==> src/rtl/dram_rfsh_pkg.sv <==
package dram_rfsh_pkg;
  typedef enum logic [1:0] {
    CY_IDLE  = 2'd0,
    CY_SETUP = 2'd1,
    CY_ROW   = 2'd2,
    CY_PRE   = 2'd3
  } cyc_state_e;
endpackage

==> src/rtl/rfsh_interval_timer.sv <==
module rfsh_interval_timer #(
  parameter int REFI_CYC = 3900
) (
  input  logic clk,
  input  logic rst_n,
  input  logic run_i,
  output logic tick_o
);
  localparam int TW = (REFI_CYC > 1) ? $clog2(REFI_CYC) : 1;
  localparam logic [TW-1:0] LAST = TW'(REFI_CYC - 1);

  logic [TW-1:0] cnt;

  always_ff @(posedge clk or negedge rst_n) begin
    if (!rst_n)          cnt <= '0;
    else if (!run_i)     cnt <= '0;
    else if (cnt == LAST) cnt <= '0;
    else                 cnt <= cnt + 1'b1;
  end

  assign tick_o = run_i && (cnt == LAST);
endmodule

==> src/rtl/rfsh_backlog.sv <==
module rfsh_backlog #(
  parameter int BACKLOG_MAX = 15,
  parameter int INIT_CYCLES = 8,
  localparam int OW = $clog2(BACKLOG_MAX + 1)
) (
  input  logic          clk,
  input  logic          rst_n,
  input  logic          load_init_i,
  input  logic          tick_i,
  input  logic          done_i,
  output logic [OW-1:0] owed_o
);
  localparam logic [OW-1:0] FULL = OW'(BACKLOG_MAX);
  localparam logic [OW-1:0] INIT = OW'(INIT_CYCLES);

  always_ff @(posedge clk or negedge rst_n) begin
    if (!rst_n) begin
      owed_o <= '0;
    end else if (load_init_i) begin
      owed_o <= INIT;
    end else if (tick_i && !done_i) begin
      if (owed_o != FULL) owed_o <= owed_o + 1'b1;
    end else if (done_i && !tick_i) begin
      if (owed_o != '0) owed_o <= owed_o - 1'b1;
    end
  end
endmodule

==> src/rtl/rfsh_cycle_fsm.sv <==
module rfsh_cycle_fsm
  import dram_rfsh_pkg::*;
#(
  parameter int COL_LEAD_CYC = 3,
  parameter int COL_HOLD_CYC = 3,
  parameter int ROW_LOW_CYC  = 13,
  parameter int ROW_PRE_CYC  = 9
) (
  input  logic clk,
  input  logic rst_n,
  input  logic go_i,
  output logic row_stb_n_o,
  output logic col_stb_n_o,
  output logic busy_o,
  output logic done_o
);
  localparam int MAXC = (ROW_LOW_CYC > ROW_PRE_CYC) ?
                        ((ROW_LOW_CYC > COL_LEAD_CYC) ? ROW_LOW_CYC : COL_LEAD_CYC) :
                        ((ROW_PRE_CYC > COL_LEAD_CYC) ? ROW_PRE_CYC : COL_LEAD_CYC);
  localparam int CW = $clog2(MAXC + 1);
  localparam logic [CW-1:0] LEAD_LAST = CW'(COL_LEAD_CYC - 1);
  localparam logic [CW-1:0] LOW_LAST  = CW'(ROW_LOW_CYC - 1);
  localparam logic [CW-1:0] PRE_LAST  = CW'(ROW_PRE_CYC - 1);
  localparam logic [CW-1:0] HOLD_END  = CW'(COL_HOLD_CYC);

  cyc_state_e    st;
  logic [CW-1:0] cnt;
  logic [CW-1:0] last;

  always_comb begin
    unique case (st)
      CY_SETUP: last = LEAD_LAST;
      CY_ROW:   last = LOW_LAST;
      CY_PRE:   last = PRE_LAST;
      default:  last = '0;
    endcase
  end

  always_ff @(posedge clk or negedge rst_n) begin
    if (!rst_n) begin
      st  <= CY_IDLE;
      cnt <= '0;
    end else if (st == CY_IDLE) begin
      cnt <= '0;
      if (go_i) st <= CY_SETUP;
    end else if (cnt == last) begin
      cnt <= '0;
      unique case (st)
        CY_SETUP: st <= CY_ROW;
        CY_ROW:   st <= CY_PRE;
        default:  st <= CY_IDLE;
      endcase
    end else begin
      cnt <= cnt + 1'b1;
    end
  end

  assign busy_o      = (st != CY_IDLE);
  assign row_stb_n_o = (st != CY_ROW);
  assign col_stb_n_o = !((st == CY_SETUP) || ((st == CY_ROW) && (cnt < HOLD_END)));
  assign done_o      = (st == CY_PRE) && (cnt == PRE_LAST);
endmodule

==> src/rtl/dram_refresh_seq.sv <==
module dram_refresh_seq #(
  parameter int PWRUP_CYC    = 50000,
  parameter int INIT_CYCLES  = 8,
  parameter int REFI_CYC     = 3900,
  parameter int URGENT_TH    = 8,
  parameter int BACKLOG_MAX  = 15,
  parameter int COL_LEAD_CYC = 3,
  parameter int COL_HOLD_CYC = 3,
  parameter int ROW_LOW_CYC  = 13,
  parameter int ROW_PRE_CYC  = 9
) (
  input  logic clk,
  input  logic rst_n,
  input  logic grant_i,
  output logic ready_o,
  output logic req_o,
  output logic urgent_o,
  output logic busy_o,
  output logic row_stb_n_o,
  output logic col_stb_n_o,
  output logic wr_en_n_o
);
  localparam int PW = $clog2(PWRUP_CYC + 1);
  localparam int OW = $clog2(BACKLOG_MAX + 1);
  localparam logic [PW-1:0] PW_LAST = PW'(PWRUP_CYC - 1);
  localparam logic [OW-1:0] URG     = OW'(URGENT_TH);
  localparam logic [OW-1:0] ONE     = OW'(1);

  logic [PW-1:0] pwr_cnt;
  logic          pwr_done;
  logic          init_active;
  logic          load_init;
  logic          tick;
  logic          done;
  logic [OW-1:0] owed;

  assign load_init = !pwr_done && (pwr_cnt == PW_LAST);

  always_ff @(posedge clk or negedge rst_n) begin
    if (!rst_n) begin
      pwr_cnt     <= '0;
      pwr_done    <= 1'b0;
      init_active <= 1'b0;
    end else begin
      if (!pwr_done) pwr_cnt <= pwr_cnt + 1'b1;
      if (load_init) begin
        pwr_done    <= 1'b1;
        init_active <= 1'b1;
      end else if (init_active && done && (owed == ONE)) begin
        init_active <= 1'b0;
      end
    end
  end

  assign ready_o   = pwr_done && !init_active;
  assign req_o     = (owed != '0) && !busy_o;
  assign urgent_o  = (owed >= URG);
  assign wr_en_n_o = 1'b1;

  rfsh_interval_timer #(.REFI_CYC(REFI_CYC)) u_timer (
    .clk(clk), .rst_n(rst_n), .run_i(ready_o), .tick_o(tick)
  );

  rfsh_backlog #(.BACKLOG_MAX(BACKLOG_MAX), .INIT_CYCLES(INIT_CYCLES)) u_backlog (
    .clk(clk), .rst_n(rst_n), .load_init_i(load_init),
    .tick_i(tick), .done_i(done), .owed_o(owed)
  );

  rfsh_cycle_fsm #(
    .COL_LEAD_CYC(COL_LEAD_CYC), .COL_HOLD_CYC(COL_HOLD_CYC),
    .ROW_LOW_CYC(ROW_LOW_CYC), .ROW_PRE_CYC(ROW_PRE_CYC)
  ) u_fsm (
    .clk(clk), .rst_n(rst_n), .go_i(req_o && grant_i),
    .row_stb_n_o(row_stb_n_o), .col_stb_n_o(col_stb_n_o),
    .busy_o(busy_o), .done_o(done)
  );
endmodule

==> config.mk <==
export PLATFORM = sky130hd
export DESIGN_NAME = dram_refresh_seq
export DESIGN_NICKNAME = d
export VERILOG_FILES = /design/src/rtl/dram_rfsh_pkg.sv /design/src/rtl/rfsh_interval_timer.sv /design/src/rtl/rfsh_backlog.sv /design/src/rtl/rfsh_cycle_fsm.sv /design/src/rtl/dram_refresh_seq.sv
export SDC_FILE = /design/constraint.sdc
export NUM_CORES = 1
export LEC_CHECK = 0
export ABC_CLOCK_PERIOD_IN_PS = 2400
export BUFFER_PORTS_ARGS = -buffer_cell sky130_fd_sc_hd__buf_2
export CORE_ASPECT_RATIO = 1.5
export CORE_MARGIN = 4
export CORE_UTILIZATION = 54
export CTS_CLUSTER_SIZE = 8
export DETAILED_ROUTE_END_ITERATION = 7
export PLACE_DENSITY = 0.76
export SYNTH_ARGS = -nofsm -noshare
export SYNTH_HDL_FRONTEND = slang
export SYNTH_SLANG_ARGS = --single-unit
export TNS_END_PERCENT = 30
==> constraint.sdc <==
create_clock -name clk -period 2.4 [get_ports clk]
set_input_delay 0.36 -clock clk [delete_from_list [all_inputs] [get_ports clk]]
set_output_delay 0.36 -clock clk [all_outputs]
set_load 0.02 [all_outputs]
After elaboration in Yosys (flattened, before gate mapping)
Cells that the tools add are included.
{ "totals": {"register_bits": 40, "latchBits": 0, "mem_bits_rw": 0, "mem_bits_ro": 0, "input_bits": 3, "out_inout_bits": 7, "word_cells": 69, "mem_count": 0} }
{ "op_classes": {"n_addsub": 5, "mul": 0, "n_div": 0, "order_cmp": 2, "n_eq_ne": 12, "n_shift": 0, "n_mux": 16, "bitwise_logic": 0, "reduce_logical": 27} }
{ "ops": {"columns": ["op", "n"], "rows": [
  ["$mux W4", 7],
  ["$mux W12", 2],
  ["$add A16 B1 Y16 const B", 1],
  ["$eq A16 B16 Y1 const B", 1],
  ["$add A12 B1 Y12 const B", 1],
  ["$eq A12 B12 Y1 const B", 1],
  ["$pmux W4 S3", 1],
  ["$logic_and A1 B1 Y1", 11],
  ["$add A4 B1 Y4 const B", 2],
  ["$logic_not A1 Y1", 6],
  ["$mux W2", 3],
  ["$reduce_bool A2 Y1", 3],
  ["$reduce_bool A3 Y1", 2],
  ["$eq A2 B2 Y1 const B", 2],
  ["$eq A4 B1 Y1 const B", 1],
  ["$eq A4 B4 Y1", 1],
  ["$eq A4 B4 Y1 const B", 1],
  ["$ge A4 B4 Y1 const B", 1],
  ["$lt A4 B2 Y1 const B", 1],
  ["$ne A4 B4 Y1 const B", 1],
  ["$pmux W2 S2", 1],
  ["$reduce_bool A4 Y1", 1],
  ["$sub A4 B1 Y4 const B", 1],
  ["$ne A3 B3 Y1 const B", 1],
  ["8 further kinds", 9]
]} }

Longest topological paths before layout
Gate-level depths: netlist of run 1.
{ "logic_depth": {"depth_word": 8, "ltp_mapped": 7, "ltp_nobuf": 7} }

Modules after synthesis
From an unflattened synthesis of run 1, not the netlist that was laid out.
{ "unflattened": {"hier_cells": 211, "hier_area_um2": 2202.1} }
{ "by_module_without_submodules": {"columns": ["mod", "instances", "cells_per_inst", "area_each_um2", "seq_area_each_um2"], "rows": [
  ["dram_refresh_seq", 1, 79, 875.8, 450.4],
  ["rfsh_interval_timer", 1, 60, 614.3, 300.3],
  ["rfsh_cycle_fsm", 1, 44, 422.9, 150.1],
  ["rfsh_backlog", 1, 28, 289.0, 100.1]
]} }

Worst setup path after synthesis of run 1
OpenSTA, ideal clock, no wires.
{ "synth_timing": {"kind": "flip-flop to flip-flop", "startpoint": "register u_timer.cnt[2]", "endpoint": "register u_backlog.owed_o[3]", "setup_time_ns": 0.125, "arrival_ns": 2.244, "required_ns": 2.275, "setup_slack_ns": 0.031, "path_stages_with_launch": 7, "path_buffers": 1, "synth_period_minus_slack_ns": 2.369, "path_cell_list": "dfrtp_1 > or4b_1 > or4_1 > buf_2 > nor2_1 > mux2i_1 > mux2_2"} }
{ "synth_via": {"elab_chain_len": 6, "word_cells_on_any_way": 11, "classes_between": "eq/ne (2); mux (2); reduce/logical (7)"} }
{ "synth_rtl": {"columns": ["item", "line_no", "text"], "rows": [
  ["from (decl)", "rfsh_interval_timer.sv:12", "logic [TW-1:0] cnt;"],
  ["from (signal assigned)", "rfsh_interval_timer.sv:18", "else cnt <= cnt + 1'b1;"],
  ["$eq A12 B12 Y1 (*)", "rfsh_interval_timer.sv:21", "assign tick_o = run_i && (cnt == LAST);"],
  ["$logic_and A1 B1 Y1 (*)", "rfsh_interval_timer.sv:21", null],
  ["$logic_not A1 Y1", "rfsh_backlog.sv:23", "end else if (done_i && !tick_i) begin"],
  ["$logic_and A1 B1 Y1", "rfsh_backlog.sv:23", null],
  ["$reduce_bool A3 Y1 (no source line)", null, null],
  ["$reduce_and A3 Y1 (no source line)", null, null],
  ["to (signal assigned)", "rfsh_backlog.sv:22", "if (owed_o != FULL) owed_o <= owed_o + 1'b1;"],
  ["to (signal assigned)", "rfsh_backlog.sv:24", "if (owed_o != '0) owed_o <= owed_o - 1'b1;"],
  ["to (decl)", "rfsh_backlog.sv:11", "output logic [OW-1:0] owed_o"]
]} }
Mark *: on every way between the ends. The rest lies on a longest branch, timed or not.
A chain may end at the register's enable or synchronous reset.

Worst setup path in the final report of run 1
{ "layout_timing": {"startpoint": "register u_timer.cnt[2]", "endpoint": "register u_backlog.owed_o[1]"} }
The elaborated chain is that of the path after synthesis.

==> flow_summary_export.csv, run 1 <==
group,metric,value,unit
run_status,status,"finished, final reports clean",
timing,rsz0062_at_grt,"no",
worst_setup_path,crit_slowest_cell,"or4_4",
grt,antenna_found_initial,0,
cts,post_cts_buffers,0,
timing,period_minus_slack,2.34,ns
yosys,yosys.area.top_type,"dfrtp_1",
yosys,synthTopCellsByArea,"dfrtp_1 (47%), xnor2_1 (7.4%), ha_1 (7.0%), nor2_1 (4.9%), xor2_1 (4.9%)",
yosys,synth_enable_flop_cells,0,
floorplanning,start_util,56.9,%
routing,drc_errors,0,
timing,fin_tns_setup,0,ns
placed_design,gp_congestion,0.803,
cells_and_area,drive_gt1_share,14.4,%
yosys,synth_cells,220,
cts,cts.sinks,40,
cts,clk_latency,0.30,ns
timing,setup_ws,0.0619,ns
routing,drt_iter0_markers,80,
yosys,ys_async_sr_fraction,100,%
placed_design,dp.final_hpwl,2640,µm
worst_setup_path,end_kind,"flip-flop",
floorplanning,die_h,85.0,µm
yosys,yosysUniqueCellTypes,35,
floorplanning,die_area,5040,µm²
yosys,synth.ff_latch_count,40,
worst_setup_path,cp_slowest_stage_delay,0.56,ns
timing,slew_headroom,42.8,%
cells_and_area,nNetsFinal,250,
routing,num_vias,1525,
placed_design,place_inst,271,
cts,cts_buffers,5,
worst_setup_path,worstSetupPathType,"flip-flop to flip-flop",
power_and_ir_drop,peakVddDrop,0.000538,V
floorplanning,fp-row-count,27,
worst_setup_path,crit_top_cell,"a211oi_2",
grt,grt_use_total,16.4,%
yosys,synth_ff_type,"dfrtp_1",
routing,wire_per_inst,13.2,µm
grt,grt_pass1_wl,6440,µm
timing,worst_pin_slew,0.859,ns
timing,finClkSkew,0.0124,ns
yosys,yosysMostFrequentCell,"dfrtp_1",
timing,maxSlewViolCount,0,
worst_setup_path,arrival,2.51,ns
yosys,synth_common_cells,"dfrtp_1 (40), nor2_1 (28), nand2_1 (24)",
yosys,syn_nets,235,
routing,dr.pass1.iters,4,
yosys,yosysWarningCount,0,
grt,grt_overflow,0,
placed_design,numPortBuffers,8,
cts,ctsHoldBuffers,0,
timing,post-route-period-util,97.4,%
cells_and_area,syn2layout_area_growth,11.3,%
yosys,postSynthAreaPerCell,9.69,µm²
run,drv_cap,0,
yosys,synth_area,2130,µm²
timing,finalSetupViolations,0,
worst_setup_path,cp_cell_sequence,"or4b_1 > or4_4 > or3_4 > a211oi_2 > a211oi_2",
grt,grt_max_degree,41,
yosys,synth.top_cell.area_share,46.9,%
cts,htree_levels,2,
placed_design,place_ws,0.000965,ns
power_and_ir_drop,p_per_area,527,nW/µm²
floorplanning,core,3750,µm²
worst_setup_path,path_max_fanout,4,
floorplanning,die_x,59.3,µm
routing,wirelength,3670,µm
cells_and_area,final_cells,279,
power_and_ir_drop,total_leakage_power,1.06,nW
cts,clock_path_buffers,2,
worst_setup_path,critPathLaunchType,"flip-flop",
cells_and_area,diodes,0,
timing,hold_viol,0,
grt,grt_pass1_vias,1470,
floorplanning,io_pins,10,
yosys,ys_seq_area_share,46.9,%
cts,clock-root-buffer,"clkbuf_8",
worst_hold_path,hp-class,"input port to async pin",
routing,antenna_left,0,
worst_setup_path,cp.required,2.57,ns
cts,cts.clk_slew.worst_paths,0.09,ns
cts,tritoncts,"yes",
timing,timing.fmax,428,MHz
routing,viasPerCell,5.47,
[sequential cells by signal (all words and copies together), names as in the netlist]
signal,cells
u_timer.cnt,12
pwr_cnt,16
u_fsm.cnt,4
u_fsm.st,2
u_backlog.owed_o,4
init_active,1
pwr_done,1
[repair_timing]
item	in CTS	in global routing
cloned	0	0
hold endpoints to repair	0	0
endpoints found under the setup margin	1	2
pin swaps	0	0
gates resized for setup	1	4
[through the flow]
stage | cell area, µm² | total power [W] | hold WS, ns | utilization [%]
3_3_place_gp | 2240 | 0.000703 | 0.463 | 59.7
5_1_grt | 2370 | 0.00129 | 0.237 | 63.3
3_5_place_dp | 2240 | 0.000703 | 0.468 | 59.7
6_report | 2370 | 0.00125 | 0.168 | 63.3
2_1_floorplan | 2130 | 0.000690 | 0.0644 | -
4_1_cts | 2360 | 0.00127 | 0.197 | 62.9
[routing by layer]
layer,global-route usage (%),vias to the layer above,part of all wire (%)
met2,27.4,28,52
met4,7.01,0,1.9
met5,0,-,0
met3,4.41,12,3.1
met1,19.4,728,43
li1,-,757,-
[critical path, delay by kind of cell (launching register included)]
family	cells	cell delay [ns]
simple gates	3	1.50
compound gates	2	0.33
flops	1	0.38
[where the power goes]
| group | leakage, nW | switching [W] | internal (W) |
|---|---|---|---|
| logic | 0.459 | 0.0000140 | 0.00000119 |
| clock network | 0.0583 | 0.000248 | 0.000313 |
| registers | 0.545 | 0 | 0.000673 |
| total | 1.06 | 0.000262 | 0.000988 |
[kinds of logic (layout without fill, tap and decap cells)]
| logic type | Yosys count | count (layout) | synth area share (%) |
|---|---|---|---|
| and+or+nand+nor | 99 | 99 | 23.1 |
| DFF | 40 | 40 | 46.9 |
| xor gates and xnor gates | 30 | 30 | 12.3 |
| buffers and inverters | 19 | 35 | 3.58 |
| AOI/OAI and AO/OA | 13 | 13 | 3.87 |
| adders and majority gates | 12 | 12 | 7.04 |
| muxes | 6 | 6 | 2.99 |
| other | 1 | 1 | 0.176 |
[worst paths after layout]
kind	from	to	cells after the start	slack, ns
worst max-delay path	u_timer.cnt[2]$_DFF_PN0_	u_backlog.owed_o[1]$_DFFE_PN0P_	5	0.06
worst min-delay path	rst_n	u_timer.cnt[3]$_DFF_PN0_	1	0.17
worst max register to register	u_timer.cnt[2]$_DFF_PN0_	u_backlog.owed_o[1]$_DFFE_PN0P_	5	0.06
worst min register to register	pwr_cnt[9]$_DFFE_PN0N_	pwr_cnt[9]$_DFFE_PN0N_	1	0.48
max in group asynchronous	rst_n	pwr_cnt[14]$_DFFE_PN0N_	1	1.69
min in group clk	grant_i	u_fsm.st[0]$_DFFE_PN0P_	3	0.38
[area by class of cell]
class / count / area (µm²)
repair buffers: 13 / 77.6
well taps: 43 / 53.8
multi-input cells: 161 / 1070
fillers: 312 / 1380
clock inverters: 3 / 47.5
clock buffers: 5 / 68.8
flip-flops and latches: 40 / 1000
inverters: 14 / 52.6
[placed cells by master (no fill, tap or decap), types with 3 or more instances in the layout]
cell / instances
nor4_1: 4
clkbuf_8: 5
nor2_1: 27
nand2_1: 24
nand2b_1: 5
inv_1: 14
ha_1: 12
buf_4: 5
dfrtp_1: 40
nor3_1: 4
or2_2: 3
a21oi_1: 5
xor2_1: 12
nand4_1: 4
mux2_2: 3
nand3_1: 15
xnor2_1: 18
buf_2: 8
mux2i_1: 3
Power figures use the tool's default switching activity.
==> inputs of run 2 (changes only) <==
PLACE_DENSITY = 0.74   (was 0.76)
REMOVE_ABC_BUFFERS = 1   (was unset)
==> run 2 against run 1 <==
  * Non-clock buffer count stayed put
  * Critical path depth did not move
  * Flip-flop and latch count did not move
  * First-iteration DRC count decreased by 68%
  * Via count is 2.2% lower
  * Cell count stayed put
  * Largest cell class unchanged
  * Largest power group is now the clock network
==> flow_summary_export.csv, run 2 (same netlist as run 1, synthesis figures left out) <==
group,metric,value,unit
timing,finClkSkew,0.0108,ns
grt,use_met2,28.4,%
run,drv_cap,0,
cts,cts.clk_slew.worst_paths,0.08,ns
cts,htree_levels,2,
grt,antenna_found_initial,0,
timing,rsz0062_at_grt,"no",
power_and_ir_drop,total_leakage_power,1.08,nW
grt,grt_pass1_wl,6720,µm
floorplanning,io_pins,10,
routing,dr.pass1.iters,4,
floorplanning,die_h,85.0,µm
placed_design,numPortBuffers,8,
timing,slew_headroom,43.5,%
cts,post_cts_buffers,0,
routing,drt_iter0_markers,26,
grt,grt_use_total,17.0,%
cells_and_area,regMostFlops,"pwr_cnt",
worst_setup_path,path_max_fanout,4,
grt,busiest_layer,"met2",
floorplanning,die_area,5040,µm²
cells_and_area,largest_reg_flops,16,
routing,wire_per_inst,12.7,µm
floorplanning,core,3750,µm²
cells_and_area,diodes,0,
cells_and_area,final_cells,279,
worst_setup_path,cp.required,2.55,ns
floorplanning,fp-row-count,27,
power_and_ir_drop,p_per_area,596,nW/µm²
routing,antenna_left,0,
worst_setup_path,end_kind,"flip-flop",
worst_setup_path,worstSetupPathType,"flip-flop to flip-flop",
timing,hold_slack,0.176,ns
grt,grt_overflow,0,
cts,tritoncts,"yes",
worst_setup_path,arrival,2.47,ns
routing,drc_errors,0,
cells_and_area,nNetsFinal,250,
timing,timing.fmax,430,MHz
cts,cts.sinks,40,
placed_design,place_inst,271,
placed_design,gp_congestion,0.808,
cells_and_area,drive_gt1_share,14.4,%
timing,maxSlewViolCount,0,
cts,clock_path_buffers,2,
timing,period_minus_slack,2.32,ns
routing,viasPerCell,5.35,
floorplanning,die_x,59.3,µm
worst_setup_path,critPathLaunchType,"flip-flop",
grt,grt_max_degree,41,
cells_and_area,reg_top3,"pwr_cnt: 16 flops, u_timer.cnt: 12 flops",
timing,post-route-period-util,96.8,%
timing,worst_pin_slew,0.847,ns
power_and_ir_drop,peakVddDrop,0.000515,V
run_status,status,"finished, final reports clean",
grt,grtUsageMet3,4.57,%
timing,hold_viol,0,
timing,finalSetupViolations,0,
grt,grt_pass1_vias,1586,
cts,clock-root-buffer,"clkbuf_8",
cells_and_area,syn2layout_area_growth,13.3,%
routing,wirelength,3550,µm
cts,cts_buffers,5,
cts,clk_latency,0.29,ns
worst_hold_path,hp-class,"input port to async pin",
timing,fin_tns_setup,0,ns
grt,use_met1,19.9,%
floorplanning,start_util,56.9,%
cells_and_area,final_cell_mix,"dfrtp_1 (40), nor2_1 (27), nand2_1 (24)",
cells_and_area,final_common_cell,"dfrtp_1",
routing,num_vias,1492,
placed_design,dp.final_hpwl,2560,µm
## run 2: changes by cell type in the layout (fill, tap and decap cells not counted), sizes merged
cell	before	now
bufinv	1	3
clkinv	2	0
## run 2: power breakdown
group           total, W  internal, W  switching (W)
Combinational  0.0000149   0.00000118      0.0000137
Sequential      0.000673     0.000673              0
Clock           0.000751     0.000520       0.000231
Total            0.00144      0.00119       0.000245
## run 2: stage by stage
stage | instance area, µm² | util [%] | total power, W | setup WS [ns]
detailed placement | 2240 | 59.7 | 0.000703 | 0.0214
global placement | 2240 | 59.7 | 0.000703 | 0.0950
global route | 2410 | 64.4 | 0.00148 | 0.00745
CTS | 2400 | 64.0 | 0.00146 | 0.0196
floorplan | 2110 | - | 0.000688 | 0.0516
finish | 2410 | 64.4 | 0.00144 | 0.0768
## run 2: final cells by class
cell class              count  area [µm²]
flip-flops and latches     40        1000
fillers                   312        1340
well taps                  43        53.8
inverters                  14        52.6
multi-input cells         161        1070
clock buffers               5        68.8
clock inverters             3        90.1
repair buffers             13        77.6
## run 2: path summary, 6_finish.rpt
path | endpoint | depth (start not counted) | startpoint | slack, ns
max | u_backlog.owed_o[1]$_DFFE_PN0P_ | 5 | u_timer.cnt[2]$_DFF_PN0_ | 0.08
min | u_timer.cnt[3]$_DFF_PN0_ | 1 | rst_n | 0.18
max reg2reg | u_backlog.owed_o[1]$_DFFE_PN0P_ | 5 | u_timer.cnt[2]$_DFF_PN0_ | 0.08
min reg2reg | pwr_cnt[15]$_DFFE_PN0N_ | 1 | pwr_cnt[15]$_DFFE_PN0N_ | 0.49
max in group asynchronous | u_backlog.owed_o[3]$_DFFE_PN0P_ | 1 | rst_n | 1.69
min in group clk | u_fsm.st[0]$_DFFE_PN0P_ | 3 | grant_i | 0.38
## run 2: routing by layer
layer  vias to the layer above  part of all wire, %
met4                         0                  1.4
met5                         -                    0
met2                        13                   53
li1                        755                    -
met1                       717                   43
met3                         7                  2.4
## run 2: critical path: stages, from the launching register on
cell and delay [ns]:
dfrtp_1 0.37, or4b_1 0.52, or4_4 0.56, or3_4 0.41, a211oi_2 0.25, a211oi_2 0.06
## run 2: repair_timing
item	in CTS	in global routing
setup endpoints to repair	0	4
hold buffers	0	0
resized for setup	0	5
